## config.mk

```make
export PLATFORM = sky130hd
export DESIGN_NAME = scl_clkgen
export DESIGN_NICKNAME = d
export VERILOG_FILES = /design/src/rtl/scl_clkgen_pkg.sv /design/src/rtl/scl_period_sel.sv /design/src/rtl/scl_phase_fsm.sv /design/src/rtl/scl_clkgen.sv
export SDC_FILE = /design/constraint.sdc
export NUM_CORES = 1
export LEC_CHECK = 0
export BUFFER_PORTS_ARGS = -buffer_cell sky130_fd_sc_hd__buf_2
export CAP_MARGIN = 20
export CORE_MARGIN = 2
export CORE_UTILIZATION = 35
export CTS_CLUSTER_DIAMETER = 120
export DETAILED_ROUTE_END_ITERATION = 8
export MAX_ROUTING_LAYER = met4
export SYNTH_ARGS = -nofsm -noshare
export SYNTH_HDL_FRONTEND = slang
export SYNTH_SLANG_ARGS = --single-unit
```

## constraint.sdc

```tcl
create_clock -name clk -period 2.8 [get_ports clk]
set_input_delay 0.14 -clock clk [delete_from_list [all_inputs] [get_ports clk]]
set_output_delay 0.14 -clock clk [all_outputs]
set_load 0.03 [all_outputs]
```

## src/rtl/scl_clkgen_pkg.sv

```systemverilog
package scl_clkgen_pkg;
  typedef enum logic [1:0] {
    PH_IDLE = 2'd0,
    PH_LOW  = 2'd1,
    PH_WAIT = 2'd2,
    PH_HIGH = 2'd3
  } scl_phase_e;
endpackage

```

## src/rtl/scl_period_sel.sv

```systemverilog
module scl_period_sel #(
  parameter int CNT_W = 8
) (
  input  logic             clk,
  input  logic             rst,
  input  logic             clr,
  input  logic             load,
  input  logic             hs_sel,
  input  logic [CNT_W-1:0] std_lo,
  input  logic [CNT_W-1:0] std_hi,
  input  logic [CNT_W-1:0] hs_lo,
  input  logic [CNT_W-1:0] hs_hi,
  output logic [CNT_W-1:0] lo_lim,
  output logic [CNT_W-1:0] hi_lim
);
  localparam logic [CNT_W-1:0] ONE = {{(CNT_W-1){1'b0}}, 1'b1};

  function automatic logic [CNT_W-1:0] clamp1(input logic [CNT_W-1:0] v);
    return (v == '0) ? ONE : v;
  endfunction

  logic [CNT_W-1:0] lo_pick, hi_pick;

  always_comb begin
    lo_pick = hs_sel ? hs_lo : std_lo;
    hi_pick = hs_sel ? hs_hi : std_hi;
  end

  // Both limits are captured together when a low phase begins.
  always_ff @(posedge clk) begin
    if (rst || clr) begin
      lo_lim <= ONE;
      hi_lim <= ONE;
    end else if (load) begin
      lo_lim <= clamp1(lo_pick);
      hi_lim <= clamp1(hi_pick);
    end
  end
endmodule

```

## src/rtl/scl_phase_fsm.sv

```systemverilog
module scl_phase_fsm
  import scl_clkgen_pkg::*;
#(
  parameter int CNT_W = 8
) (
  input  logic             clk,
  input  logic             rst,
  input  logic             en,
  input  logic             scl_in,
  input  logic [CNT_W-1:0] lo_lim,
  input  logic [CNT_W-1:0] hi_lim,
  output logic             load,
  output logic             oe,
  output logic             fall_p,
  output logic             rise_p
);
  localparam logic [CNT_W-1:0] ONE = {{(CNT_W-1){1'b0}}, 1'b1};

  scl_phase_e       phase_q;
  logic [CNT_W-1:0] cnt_q;
  logic             lo_done, hi_done;

  always_comb begin
    lo_done = (cnt_q == lo_lim - ONE);
    hi_done = (cnt_q == hi_lim - ONE);
    load    = en && ((phase_q == PH_IDLE) ||
                     ((phase_q == PH_HIGH) && (!scl_in || hi_done)));
  end

  always_ff @(posedge clk) begin
    if (rst || !en) begin
      phase_q <= PH_IDLE;
      cnt_q   <= '0;
      oe      <= 1'b0;
      fall_p  <= 1'b0;
      rise_p  <= 1'b0;
    end else begin
      fall_p <= 1'b0;
      rise_p <= 1'b0;
      unique case (phase_q)
        PH_IDLE: begin
          phase_q <= PH_LOW;
          oe      <= 1'b1;
          fall_p  <= 1'b1;
          cnt_q   <= '0;
        end
        PH_LOW: begin
          // Count only once the bus is really seen low.
          if (!scl_in) begin
            if (lo_done) begin
              phase_q <= PH_WAIT;
              oe      <= 1'b0;
              cnt_q   <= '0;
            end else begin
              cnt_q <= cnt_q + ONE;
            end
          end
        end
        PH_WAIT: begin
          // Stretching: hold here until the line reads high.
          if (scl_in) begin
            phase_q <= PH_HIGH;
            rise_p  <= 1'b1;
            cnt_q   <= '0;
          end
        end
        PH_HIGH: begin
          if (!scl_in) begin
            phase_q <= PH_LOW;
            oe      <= 1'b1;
            cnt_q   <= '0;
          end else if (hi_done) begin
            phase_q <= PH_LOW;
            oe      <= 1'b1;
            fall_p  <= 1'b1;
            cnt_q   <= '0;
          end else begin
            cnt_q <= cnt_q + ONE;
          end
        end
        default: phase_q <= PH_IDLE;
      endcase
    end
  end
endmodule

```

## src/rtl/scl_clkgen.sv

```systemverilog
module scl_clkgen #(
  parameter int CNT_W = 8
) (
  input  logic             clk,
  input  logic             rst,
  input  logic             en,
  input  logic [CNT_W-1:0] std_lo,
  input  logic [CNT_W-1:0] std_hi,
  input  logic [CNT_W-1:0] hs_lo,
  input  logic [CNT_W-1:0] hs_hi,
  input  logic             hs_sel,
  input  logic             scl_in,
  output logic             scl_oe,
  output logic             fall_pulse,
  output logic             rise_pulse
);
  logic             load;
  logic [CNT_W-1:0] lo_lim, hi_lim;

  scl_period_sel #(.CNT_W(CNT_W)) u_sel (
    .clk    (clk),
    .rst    (rst),
    .clr    (!en),
    .load   (load),
    .hs_sel (hs_sel),
    .std_lo (std_lo),
    .std_hi (std_hi),
    .hs_lo  (hs_lo),
    .hs_hi  (hs_hi),
    .lo_lim (lo_lim),
    .hi_lim (hi_lim)
  );

  scl_phase_fsm #(.CNT_W(CNT_W)) u_fsm (
    .clk    (clk),
    .rst    (rst),
    .en     (en),
    .scl_in (scl_in),
    .lo_lim (lo_lim),
    .hi_lim (hi_lim),
    .load   (load),
    .oe     (scl_oe),
    .fall_p (fall_pulse),
    .rise_p (rise_pulse)
  );
endmodule

```

======== Word-level counts from Yosys, hierarchy flattened ========
Cells that the tools add are included.
word-level totals
  register bits ........................... 29
  input port bits ......................... 37
  output and inout bits ................... 3
  logic and storage cells ................. 60
operators by class
  add/subtract/negate cells ............... 3
  eq/ne operators ......................... 9
  multiplexer cells ....................... 25
  bitwise operators ....................... 1
  reductions and logical operators ........ 15
operators with widths
  cell                 count
  $mux 8               9
  $pmux 8 s4           1
  $eq 8x8->1           2
  $logic_not 8->1      2
  $sub 8x1->8 const B  2
  $mux 2               5
  $add 8x1->8 const B  1
  $pmux 2 s4           1
  $reduce_and 4->1     2
  $mux 1               7
  $eq 2x2->1 const B   2
  $ne 2x2->1 const B   2
  $logic_or 1x1->1     3
  $ne 3x2->1 const B   1
  $pmux 1 s3           1
  $reduce_bool 3->1    1
  $eq 2x1->1 const B   1
  $logic_and 1x1->1    2
  $logic_not 1->1      2
  $logic_not 2->1      1
  $ne 2x1->1 const B   1
  $pmux 1 s2           1
  $reduce_and 2->1     1
  $reduce_or 2->1      1
  $not 1->1            1

======== Depth between registers and ports, before layout ========
Gate-level depths: netlist of the first run.
  word-level depth ........................ 6
  gate-level depth with buffers ........... 11

======== Cells and area by module ========
From an unflattened synthesis of the first run, not the netlist that was laid out.
second synthesis, totals
  cells, all modules ...................... 258
  area, all modules ....................... 2,200.9 um2
modules (own cells, without submodules)
  module          times used  cells an instance  area an instance (um2)  sequential area each (um2)
  scl_phase_fsm   1           171                1,336.3                 260.2
  scl_period_sel  1           86                 860.8                   320.3
  scl_clkgen      1           1                  3.8                     0.0

======== Least setup slack after synthesis of the first run ========
OpenSTA, ideal clock, no wires.
  kind .................................... flip-flop to flip-flop
  start point ............................. register u_sel.hi_lim[0]
  end point ............................... register u_sel.hi_lim[5]
  setup time .............................. 132 ps
  arrival ................................. 2,183 ps
  data required time ...................... 2,668 ps
  setup slack ............................. 485 ps
  stages on the path, launching flop included .. 11
  buffers on the path ..................... 1
  period minus slack after synthesis ...... 2,315 ps
  path through ............................ dfxtp_1 > inv_1 > ha_1 > o21bai_1 > a211oi_1 > o21ai_0 > a211oi_4 > o21ai_1 > buf_4 > a221oi_1 > nor3_1
on the way
  word-level cells in the longest chain between the ends .. 6
ends and longest elaborated chain
  what                    line                  text
  start, declared         scl_period_sel.sv:14  output logic [CNT_W-1:0] hi_lim
  start signal, assigned  scl_period_sel.sv:36  hi_lim <= clamp1(hi_pick);
  $sub 8x1->8             scl_phase_fsm.sv:25   hi_done = (cnt_q == hi_lim - ONE);
  $eq 8x8->1              scl_phase_fsm.sv:25
  $logic_or 1x1->1        scl_phase_fsm.sv:27   ((phase_q == PH_HIGH) && (!scl_in || hi_done)));
  $logic_and 1x1->1       scl_phase_fsm.sv:27
  $logic_or 1x1->1        scl_phase_fsm.sv:26   load = en && ((phase_q == PH_IDLE) ||
  $logic_and 1x1->1       scl_phase_fsm.sv:26
Every way passes these cells.
A chain may end at the register's enable or synchronous reset.

======== Final worst setup path of the first run ========
  start point ............................. register u_sel.hi_lim[1]
  end point ............................... register u_fsm.phase_q[0]
on the way
  word-level cells in the longest chain between the ends .. 4
ends and longest elaborated chain
  what                               line                 text
  $sub 8x1->8                        scl_phase_fsm.sv:25
  $eq 8x8->1                         scl_phase_fsm.sv:25
  $ne 3x2->1 (no source line)        --
  $reduce_and 4->1 (no source line)  --
  end signal, assigned               scl_phase_fsm.sv:32  phase_q <= PH_IDLE;
  end signal, assigned               scl_phase_fsm.sv:42  phase_q <= PH_LOW;
  end signal, assigned               scl_phase_fsm.sv:51  phase_q <= PH_WAIT;
  end, declared                      scl_phase_fsm.sv:19  scl_phase_e phase_q;
Every way passes these cells.

==> impl_metrics.env, run 1 <==
export IMPL_num_io_pins=40
export IMPL_leakage_nw=0.9749
export IMPL_seqCellArea_sq_um=581.8
export IMPL_vias=2098
export IMPL_slowest_stage="sky130_fd_sc_hd__or4_1"
export IMPL_ctsLongestPathBuffers=2
export IMPL_drive_above_1_share=0.1987
export IMPL_timing_worst_slew_pin_value_ps=877.9
export IMPL_finish_cell_count_without_fillers=387
export IMPL_worst_skew_pair_late_latency_ps=280
export IMPL_grt_antenna_before_repair=0
export IMPL_place_gp_congestion=0.8078
export IMPL_grt_util_all_layers=0.1749
export IMPL_fin_hold_ws_ps=181.1
export IMPL_syn_area_per_cell_sq_um=7.751
export IMPL_rsz0062_at_grt="false"
export IMPL_synth_area_top_cells="sky130_fd_sc_hd__dfxtp_1, sky130_fd_sc_hd__nor3_1, sky130_fd_sc_hd__a221oi_1"
export IMPL_irDropWorstVdd_v=0.0002386
export IMPL_asyncSetResetFlopFracSynth=0
export IMPL_synth_ff_latch_count=29
export IMPL_wl_per_cell_um=13.50
export IMPL_detail_route_first_pass_iterations=4
export IMPL_fin_crit_sh=0.9120
export IMPL_count_of_buffers_from_port_buffering=39
export IMPL_die_height_um=82.32
export IMPL_fp_dieArea_sq_um=6777
export IMPL_cts_root_buffer="sky130_fd_sc_hd__clkbuf_8"
export IMPL_yosysTopAreaCell="sky130_fd_sc_hd__dfxtp_1"
export IMPL_hp_class="input port to flop"
export IMPL_clk_transition_reported_paths_ps=60
export IMPL_dp_cells=380
export IMPL_antenna_cells_inserted=0
export IMPL_crit_chain="inv_1 -> ha_1 -> o21bai_1 -> a211oi_1 -> o21ai_0 -> a211oi_4 -> nor2_2 -> or4_1 -> a21oi_1"
export IMPL_grt_max_degree=33
export IMPL_numCtsBuffers=5
export IMPL_drv_cap=0
export IMPL_synth_seq_area_share=0.2704
export IMPL_postCtsSetupBuffers=0
export IMPL_placement_rows=28
export IMPL_post_synth_inst_count=277
export IMPL_fillCellCount=595
export IMPL_stage_delay_of_the_slowest_cell_on_the_critical_path_ps=530
export IMPL_power_density_nw_per_um2=435.9
export IMPL_hpwl_mm=4.023
export IMPL_worstPathArrival_ps=2750
export IMPL_setup_worst_path_start_class="flop"
export IMPL_worst_setup_path_type="flop to flop"
export IMPL_worst_path_max_fanout=13
export IMPL_cts_tree="yes"
export IMPL_viasPerCell=5.421
export IMPL_synth_top_area_frac=0.2704
export IMPL_run_status="finished, final reports clean"
export IMPL_grt_first_pass_wirelength_mm=8.963
export IMPL_endpoint_type_of_the_worst_setup_path="flop"
export IMPL_clock_fmax_ghz=0.3916
export IMPL_drv_slew=0
export IMPL_post_layout_total_power_mw=1.095
export IMPL_hold_path_depth=2
export IMPL_core_sq_um=5921
export IMPL_wl_mm=5.224
export IMPL_r2r_worst_path_cells=9
export IMPL_synthesis_nets=323
export IMPL_fin_tns_setup_ps=0
export IMPL_detail_route_iter0_violations=62
export IMPL_synth_distinct_cells=48
export IMPL_globalRouteOverflowTotal=0
export IMPL_numClockSinks=29
export IMPL_synthFlopType="sky130_fd_sc_hd__dfxtp_1"
export IMPL_clock_skew_final_ps=3.766
export IMPL_worst_slew_margin_rel=0.4147
export IMPL_place_ws_ps=222.8
export IMPL_synth_enable_flop_cells=0
export IMPL_cts_hold_repair_buffers=0
export IMPL_drc_errors=0
export IMPL_area_growth_synth_to_final_pct=17.02
export IMPL_timing_final_setup_violations=0
export IMPL_synth_warning_count=0
export IMPL_initial_utilization=0.3626
export IMPL_multiInputGateArea_sq_um=1443
export IMPL_htree_num_levels=2
export IMPL_hold_fails_final_rpt=0
export IMPL_vias_in_the_first_global_route=1912
export IMPL_die_w_um=82.32
export IMPL_final_nets=358
export IMPL_period_minus_slack_ps=2553
export IMPL_detail_route_antenna_nets=0
export IMPL_setup_slack_ps=246.5
export IMPL_worst_ep_required_time_ps=2990
export IMPL_post_synth_instance_area_sq_um=2147
layout by cell type, fill, tap and decap left out, drive strengths merged, types with 2 or more instances in the layout:
cell | Yosys | layout
nand3 | 4 | 4
a211oi | 5 | 5
mux2i | 2 | 2
xor2 | 6 | 6
o21ai | 8 | 8
inv | 10 | 10
a221oi | 16 | 16
and2 | 4 | 4
buf | 5 | 49
o21bai | 2 | 2
nor4 | 7 | 7
nor3 | 45 | 45
nor2b | 17 | 17
dfxtp | 29 | 29
nand2 | 17 | 17
nor2 | 8 | 8
and4b | 2 | 2
nand2b | 7 | 7
a31oi | 3 | 3
clkbuf | 16 | 7
xnor2 | 12 | 12
a21oi | 15 | 15
o22ai | 6 | 6
a41oi | 3 | 3
or3 | 2 | 2
ha | 9 | 9
and3 | 4 | 4
repair_timing:
| action | CTS | global route |
|---|---|---|
| resized for setup | 0 | 1 |
| endpoints found under the setup margin | 0 | 1 |
| hold endpoints to repair | 0 | 0 |
worst max-delay path, delay by kind of cell, from the launching register on:
| kind | cells | cell delay, ps |
|---|---|---|
| AO/OA/AOI/OAI | 5 | 1040 |
| adder cells (fa/ha/maj) | 1 | 240 |
| buffers and inverters | 1 | 70 |
| flip-flops | 1 | 420 |
| AND/OR/NAND/NOR | 2 | 700 |
routing by layer:
| metal | GRT usage | wire [um] |
|---|---|---|
| met1 | 0.2316 | 2608 |
| met2 | 0.2742 | 2291 |
| met3 | 0.03261 | 283 |
| met4 | 0.04500 | 41 |
| met5 | - | 0 |
final cells by class:
class	count	area share
timing repair buffer	49	0.1076
tap	75	0.03735
inverter	10	0.01494
multi-input combinational	217	0.5742
sequential	29	0.2316
clock buffer	7	0.03436
registers in the layout (all words and copies together) (netlist names):
signal and count:
u_sel.hi_lim 8, u_fsm.cnt_q 8, u_fsm.phase_q 2, u_sel.lo_lim 8
u_fsm.oe 1, u_fsm.fall_p 1, u_fsm.rise_p 1
cell families (layout without fill, tap and decap cells):
| logic type | count (synthesis) | after routing | synth area share |
|---|---|---|---|
| muxes | 3 | 3 | 0.01457 |
| adders and majority gates | 9 | 9 | 0.05245 |
| xor gates and xnor gates | 18 | 18 | 0.07343 |
| DFF | 29 | 29 | 0.2704 |
| buffers and inverters | 31 | 66 | 0.05769 |
| and+or+nand+nor | 121 | 121 | 0.3135 |
| AOI/OAI and AO/OA | 66 | 66 | 0.2180 |
synthesized netlist by cell type (2+ instances only):
master                     instances
sky130_fd_sc_hd__o21ai_0           6
sky130_fd_sc_hd__and3_1            4
sky130_fd_sc_hd__nor2b_1          17
sky130_fd_sc_hd__a211oi_1          4
sky130_fd_sc_hd__a221oi_1         16
sky130_fd_sc_hd__a21oi_1          15
sky130_fd_sc_hd__or3_1             2
sky130_fd_sc_hd__o21ai_1           2
sky130_fd_sc_hd__nor2_1            7
sky130_fd_sc_hd__o21bai_1          2
sky130_fd_sc_hd__xor2_1            6
sky130_fd_sc_hd__xnor2_1          12
sky130_fd_sc_hd__and2_1            4
sky130_fd_sc_hd__clkbuf_1         16
sky130_fd_sc_hd__nand2b_1          7
sky130_fd_sc_hd__and4b_1           2
sky130_fd_sc_hd__o22ai_1           6
sky130_fd_sc_hd__mux2i_1           2
sky130_fd_sc_hd__ha_1              9
sky130_fd_sc_hd__a31oi_1           3
sky130_fd_sc_hd__nor4_1            5
sky130_fd_sc_hd__dfxtp_1          29
sky130_fd_sc_hd__inv_1            10
sky130_fd_sc_hd__nand3_1           4
sky130_fd_sc_hd__buf_2             3
sky130_fd_sc_hd__a41oi_1           3
sky130_fd_sc_hd__nand2_1          17
sky130_fd_sc_hd__nor3_1           44
through the flow:
stage / cell area (sq um) / utilization
after detailed placement: 2425 / 0.4096
after CTS: 2511 / 0.4241
after global routing: 2512 / 0.4243
after floorplan: 2147 / -
after global placement: 2425 / 0.4096
final: 2512 / 0.4243
report_power, final:
group	internal, mW	leakage, nW	switching [mW]
clock network	0.194	0.0443	0.148
logic	0.131	0.694	0.155
registers	0.435	0.236	0.0307
total	0.761	0.975	0.334
final timing paths:
path                                startpoint  slack [ps]                             to
hold / removal                          scl_in         180        u_fsm.rise_p$_SDFF_PP0_
setup / recovery  u_sel.hi_lim[1]$_SDFFE_PP0P_         250  u_fsm.phase_q[0]$_SDFFE_PP0P_
hold reg to reg          u_fsm.oe$_SDFFE_PP0P_         510          u_fsm.oe$_SDFFE_PP0P_
setup reg to reg  u_sel.hi_lim[1]$_SDFFE_PP0P_         250  u_fsm.phase_q[0]$_SDFFE_PP0P_
Note: power is estimated with default switching activity, not from simulation.
==> inputs of run 2 (changes only) <==
Settings changed: ABC_AREA from default to 1.
==> impl_metrics.env, run 2 <==
export IMPL_largestRegisters="u_fsm.cnt_q (8), u_sel.hi_lim (8), u_sel.lo_lim (8)"
export IMPL_grt_first_pass_wirelength_mm=9.177
export IMPL_cts_tree="yes"
export IMPL_worst_setup_path_type="flop to flop"
export IMPL_final_cell_mix="sky130_fd_sc_hd__nand2_1, sky130_fd_sc_hd__nor2_1, sky130_fd_sc_hd__inv_1"
export IMPL_place_gp_congestion=0.8517
export IMPL_clock_skew_final_ps=6.603
export IMPL_timing_worst_slew_pin_value_ps=492.3
export IMPL_drc_errors=0
export IMPL_drive_above_1_share=0.1595
export IMPL_final_nets=467
export IMPL_ff2ff_setup_slack_ps=740
export IMPL_setup_slack_ps=738.6
export IMPL_yosysTopAreaCell="sky130_fd_sc_hd__dfxtp_1"
export IMPL_most_common_cell_in_the_synthesized_netlist="sky130_fd_sc_hd__nand2_1"
export IMPL_synth_top_area_frac=0.2549
export IMPL_power_clock_fraction=0.275
export IMPL_ctsLongestPathBuffers=2
export IMPL_endpoint_type_of_the_worst_setup_path="flop"
export IMPL_htree_num_levels=2
export IMPL_design_area_sq_um=2591
export IMPL_hp_class="input port to flop"
export IMPL_period_minus_slack_ps=2061
export IMPL_place_ws_ps=726.6
export IMPL_grt_antenna_before_repair=0
export IMPL_area_growth_synth_to_final_pct=13.79
export IMPL_crit_chain="inv_1 -> ha_1 -> inv_1 -> nand2_1 -> nand3_1 -> nand2_1 -> inv_1 -> nand3_1 -> nor2_1 -> nand2_2 -> nand2_2 -> nand2_4 -> nand2_4 -> nand2_4 -> nor2_1 -> nor2_1"
export IMPL_clock_fmax_ghz=0.4851
export IMPL_p_int_mw=0.7467
export IMPL_fin_crit_sh=0.7362
export IMPL_count_of_buffers_from_port_buffering=39
export IMPL_fin_tns_setup_ps=0
export IMPL_layout_cells_most_common="sky130_fd_sc_hd__nand2_1"
export IMPL_hpwl_mm=4.257
export IMPL_synth_area_top_cells="sky130_fd_sc_hd__dfxtp_1, sky130_fd_sc_hd__nand2_1, sky130_fd_sc_hd__nor2_1"
export IMPL_asyncSetResetFlopFracSynth=0
export IMPL_worst_slew_margin_rel=0.6698
export IMPL_synth_top_cells_by_count="sky130_fd_sc_hd__nand2_1, sky130_fd_sc_hd__nor2_1, sky130_fd_sc_hd__inv_1, sky130_fd_sc_hd__nand3_1, sky130_fd_sc_hd__dfxtp_1"
export IMPL_die_w_um=84.66
export IMPL_numClockSinks=29
export IMPL_vias=2282
export IMPL_synth_distinct_cells=28
export IMPL_post_synth_instance_area_sq_um=2277
export IMPL_viasPerCell=4.592
export IMPL_detail_route_first_pass_iterations=4
export IMPL_combinational_group_share_of_total_power=0.320
export IMPL_synth_seq_area_share=0.2549
export IMPL_post_synth_inst_count=385
export IMPL_dpl_instance_area_sq_um=2517
export IMPL_synth_enable_flop_cells=0
export IMPL_fp_dieArea_sq_um=7167
export IMPL_num_io_pins=40
export IMPL_p_sw_mw=0.4036
export IMPL_worst_path_max_fanout=17
export IMPL_cts_root_buffer="sky130_fd_sc_hd__clkbuf_8"
export IMPL_wl_per_cell_um=10.66
export IMPL_placement_rows=29
export IMPL_timing_final_setup_violations=0
export IMPL_drv_slew=0
export IMPL_core_sq_um=6314
export IMPL_hold_fails_final_rpt=0
export IMPL_grt_util_all_layers=0.1596
export IMPL_synth_warning_count=0
export IMPL_setup_worst_path_start_class="flop"
export IMPL_antenna_cells_inserted=0
export IMPL_synthesis_nets=431
export IMPL_die_height_um=84.66
export IMPL_worstPathArrival_ps=2240
export IMPL_part_of_the_total_power_dissipated_in_sequential_elements=0.405
export IMPL_clk_transition_reported_paths_ps=60
export IMPL_slowest_stage="sky130_fd_sc_hd__dfxtp_1"
export IMPL_initial_utilization=0.3607
export IMPL_detail_route_antenna_nets=0
export IMPL_wl_mm=5.297
export IMPL_post_layout_total_power_mw=1.150
export IMPL_synth_ff_latch_count=29
export IMPL_postCtsSetupBuffers=0
export IMPL_globalRouteOverflowTotal=0
export IMPL_vias_in_the_first_global_route=2119
export IMPL_worst_skew_pair_late_latency_ps=280
export IMPL_post_cts_resized=0
export IMPL_cts_hold_repair_buffers=0
export IMPL_worst_ep_required_time_ps=2980
export IMPL_irDropWorstVdd_v=0.0002144
export IMPL_power_density_nw_per_um2=443.9
export IMPL_leakage_nw=1.302
export IMPL_detail_route_iter0_violations=121
export IMPL_numCtsBuffers=5
export IMPL_rsz0062_at_grt="false"
export IMPL_stage_delay_of_the_slowest_cell_on_the_critical_path_ps=380
export IMPL_drv_cap=0
export IMPL_run_status="finished, final reports clean"
export IMPL_synthFlopType="sky130_fd_sc_hd__dfxtp_1"
export IMPL_syn_area_per_cell_sq_um=5.915
export IMPL_grt_max_degree=22
export IMPL_power_switching_fraction=0.3509
[run 2: cell count changes after synthesis, sizes merged, moves of 6 or more]
| cell | delta |
|---|---|
| nand2 | +106 |
| nor2 | +57 |
| nor3 | -39 |
| inv | +38 |
| nand3 | +35 |
| nor2b | -17 |
| a221oi | -16 |
| clkbuf | -10 |
| nand2b | -7 |
| nor4 | -6 |
| or2 | +6 |
[run 2: logic make-up after synthesis]
group	share of synthesized area
and+or+nand+nor	0.4676
buffers and inverters	0.1082
DFF	0.2549
AOI/OAI and AO/OA	0.05989
xor gates and xnor gates	0.05989
adders and majority gates	0.04945
[run 2: final cells by class]
type                    instances  area, sq um
clock buffers                   5        68.82
clock inverters                 1        5.005
fillers                       720         3722
inverters                      50        187.7
multi-input cells             295         1450
flip-flops and latches         29        580.6
well taps                      77        96.34
repair buffers                 40        202.7
[run 2: routing by layer]
metal / wire (um) / global-route usage
met1: 2598 / 0.2007
met2: 2390 / 0.2634
met3: 247 / 0.03343
met4: 61 / 0.03608
met5: 0 / -
[run 2: power by group through the flow]
stage / logic, mW / clock network, mW / registers, mW
global placement: 0.368 / 0 / 0.474
finish: 0.369 / 0.316 / 0.466
floorplan: 0.286 / 0 / 0.476
CTS: 0.372 / 0.323 / 0.466
detailed placement: 0.369 / 0 / 0.475
global route: 0.427 / 0.339 / 0.469
[run 2: final timing paths]
check | startpoint | endpoint | cells past startpoint
max | u_sel.hi_lim[0]$_SDFFE_PP1P_ | u_sel.hi_lim[2]$_SDFFE_PP0P_ | 16
min | scl_in | u_fsm.rise_p$_SDFF_PP0_ | 3
max reg2reg | u_sel.hi_lim[0]$_SDFFE_PP1P_ | u_sel.hi_lim[2]$_SDFFE_PP0P_ | 16
min reg2reg | u_fsm.oe$_SDFFE_PP0P_ | u_fsm.oe$_SDFFE_PP0P_ | 4
[run 2: metrics by stage]
step / utilization / hold slack [ps] / cells
2_1_floorplan: - / 259.2 / 385
3_3_place_gp: 0.3987 / 426.2 / 491
3_5_place_dp: 0.3987 / 425.4 / 491
4_1_cts: 0.4104 / 129.5 / 497
5_1_grt: 0.4104 / 152.1 / 497
6_report: 0.4104 / 135.7 / 497
[run 2: worst max-delay path: cells and delay by family, from the launching register on]
| kind | cells | cell delay (ps) |
|---|---|---|
| buffers and inverters | 3 | 240 |
| adder cells (fa/ha/maj) | 1 | 260 |
| AND/OR/NAND/NOR | 12 | 1070 |
| flip-flops | 1 | 380 |
==> inputs of run 3 (changes only) <==
Clock period 2.8 ns to 1.7 ns, I/O delays scaled along.
==> impl_metrics.env, run 3 (synthesis results as in run 2) <==
export IMPL_multiInputGateArea_sq_um=1629
export IMPL_cts_hold_repair_buffers=0
export IMPL_detail_route_first_pass_iterations=4
export IMPL_setup_worst_path_start_class="flop"
export IMPL_worst_ep_required_time_ps=1880
export IMPL_clock_fmax_ghz=0.5761
export IMPL_antenna_cells_inserted=0
export IMPL_wl_mm=5.634
export IMPL_worst_path_max_fanout=7
export IMPL_hold_fails_final_rpt=0
export IMPL_num_io_pins=40
export IMPL_layout_cells_most_common="sky130_fd_sc_hd__nand2_1"
export IMPL_numCtsBuffers=5
export IMPL_hpwl_mm=4.598
export IMPL_crit_chain="inv_2 -> ha_4 -> nand2_2 -> nor2_2 -> nand3_1 -> nand2_1 -> nand3_2 -> nor2_2 -> nand2_2 -> nand2_2 -> nand2_4 -> nand2_8 -> nand2_8 -> nor2_4 -> nor2_2"
export IMPL_drive_above_1_share=0.3046
export IMPL_ctsLongestPathBuffers=2
export IMPL_wl_met2_mm=2.576
export IMPL_drv_slew=0
export IMPL_detail_route_antenna_nets=0
export IMPL_irDropWorstVdd_v=0.0003227
export IMPL_stage_delay_of_the_slowest_cell_on_the_critical_path_ps=320
export IMPL_hp_class="input port to flop"
export IMPL_design_area_sq_um=3037
export IMPL_drc_errors=0
export IMPL_met1_length_mm=2.758
export IMPL_seqCellArea_sq_um=586.8
export IMPL_place_gp_congestion=0.8418
export IMPL_worst_slew_margin_rel=0.7653
export IMPL_fin_crit_sh=1.021
export IMPL_fin_hold_ws_ps=70.27
export IMPL_run_status="finished with violations"
export IMPL_numClockSinks=29
export IMPL_core_sq_um=6314
export IMPL_die_height_um=84.66
export IMPL_final_cell_mix="sky130_fd_sc_hd__nand2_1, sky130_fd_sc_hd__nor2_1, sky130_fd_sc_hd__inv_1"
export IMPL_fp_dieArea_sq_um=7167
export IMPL_slowest_stage="sky130_fd_sc_hd__dfxtp_2"
export IMPL_grt_max_degree=17
export IMPL_clk_transition_reported_paths_ps=70
export IMPL_wl_per_cell_um=10.63
export IMPL_grt_util_all_layers=0.1774
export IMPL_vias=2411
export IMPL_rsz0062_at_grt="true"
export IMPL_vias_in_the_first_global_route=2353
export IMPL_timing_worst_slew_pin_value_ps=351.7
export IMPL_cts_root_buffer="sky130_fd_sc_hd__clkbuf_8"
export IMPL_placement_rows=29
export IMPL_timing_final_setup_violations=13
export IMPL_final_nets=498
export IMPL_initial_utilization=0.3607
export IMPL_leakage_nw=1.497
export IMPL_violations="negative setup slack"
export IMPL_period_minus_slack_ps=1736
export IMPL_endpoint_type_of_the_worst_setup_path="flop"
export IMPL_count_of_buffers_from_port_buffering=39
export IMPL_route_met3_wl_um=207
export IMPL_worst_skew_pair_late_latency_ps=280
export IMPL_largestRegisters="u_fsm.cnt_q (8), u_sel.hi_lim (8), u_sel.lo_lim (8)"
export IMPL_category_of_cells_accounting_for_the_largest_share_of_critical_path_delay="simple AND/OR/NAND/NOR gates"
export IMPL_worst_setup_path_type="flop to flop"
export IMPL_worstPathBufferInverterCount=1
export IMPL_fillCellCount=663
export IMPL_globalRouteOverflowTotal=0
export IMPL_area_growth_synth_to_final_pct=33.35
export IMPL_detail_route_iter0_violations=97
export IMPL_dpl_instance_area_sq_um=2749
export IMPL_cts_tree="yes"
export IMPL_dp_cells=520
export IMPL_grt_antenna_before_repair=0
export IMPL_power_density_nw_per_um2=722.5
export IMPL_die_w_um=84.66
export IMPL_viasPerCell=4.549
export IMPL_clock_skew_final_ps=9.600
export IMPL_finish_cell_count_without_fillers=530
export IMPL_htree_num_levels=2
export IMPL_drv_cap=0
export IMPL_final_util=0.4810
export IMPL_setup_slack_ps=-35.92
export IMPL_grt_first_pass_wirelength_mm=10.23
export IMPL_post_layout_total_power_mw=2.194
export IMPL_place_ws_ps=-114.8
export IMPL_worstPathArrival_ps=1920
export IMPL_fin_tns_setup_ps=-211.0
export IMPL_topRoutingLayerUsed="met4"
## run 3: cell types whose count changed in the layout (fill, tap and decap cells not counted), moves of 6 or more
| cell | change |
|---|---|
| sky130_fd_sc_hd__nor2_4 | +7 |
| sky130_fd_sc_hd__nor2_1 | -12 |
| sky130_fd_sc_hd__inv_2 | +6 |
| sky130_fd_sc_hd__nand2_2 | +6 |
| sky130_fd_sc_hd__buf_4 | +28 |
| sky130_fd_sc_hd__inv_1 | -6 |
| sky130_fd_sc_hd__nand2_1 | -7 |
## run 3: cell type report
class	instances	share of cell area
Sequential cell	29	0.1932
Multi-Input combinational cell	296	0.5365
Inverter	50	0.06180
Clock inverter	1	0.001648
Timing Repair Buffer	70	0.1434
Tap cell	77	0.03173
Clock buffer	7	0.03173
## run 3: routing by layer
| layer | track usage | up-vias |
|---|---|---|
| met2 | 0.3006 | 50 |
| met3 | 0.03343 | 7 |
| met5 | - | - |
| li1 | - | 1326 |
| met1 | 0.2177 | 1028 |
| met4 | 0.04329 | 0 |
## run 3: path summary, 6_finish.rpt
kind | start | end | slack (ps) | cells past startpoint
max | u_sel.hi_lim[1]$_SDFFE_PP0P_ | u_sel.hi_lim[2]$_SDFFE_PP0P_ | -40 | 15
min reg2reg | u_fsm.oe$_SDFFE_PP0P_ | u_fsm.oe$_SDFFE_PP0P_ | 530 | 4
max reg2reg | u_sel.hi_lim[1]$_SDFFE_PP0P_ | u_sel.hi_lim[2]$_SDFFE_PP0P_ | -40 | 15
min | scl_in | u_fsm.rise_p$_SDFF_PP0_ | 70 | 3
## run 3: what timing repair did
action | in CTS | in global routing
setup endpoints to repair | 26 | 27
buffers inserted | 0 | 1
pin swaps | 7 | 10
cloned | 1 | 0
resized for setup | 29 | 21
## run 3: power by group
group | total (mW) | internal (mW) | switching, mW
clock network | 0.639 | 0.366 | 0.273
logic | 0.788 | 0.334 | 0.454
registers | 0.767 | 0.728 | 0.0391
## run 3: worst min-delay path: cells and delay by family
family | cells | cell delay [ps]
buffers and inverters | 1 | 130
AND/OR/NAND/NOR | 2 | 100
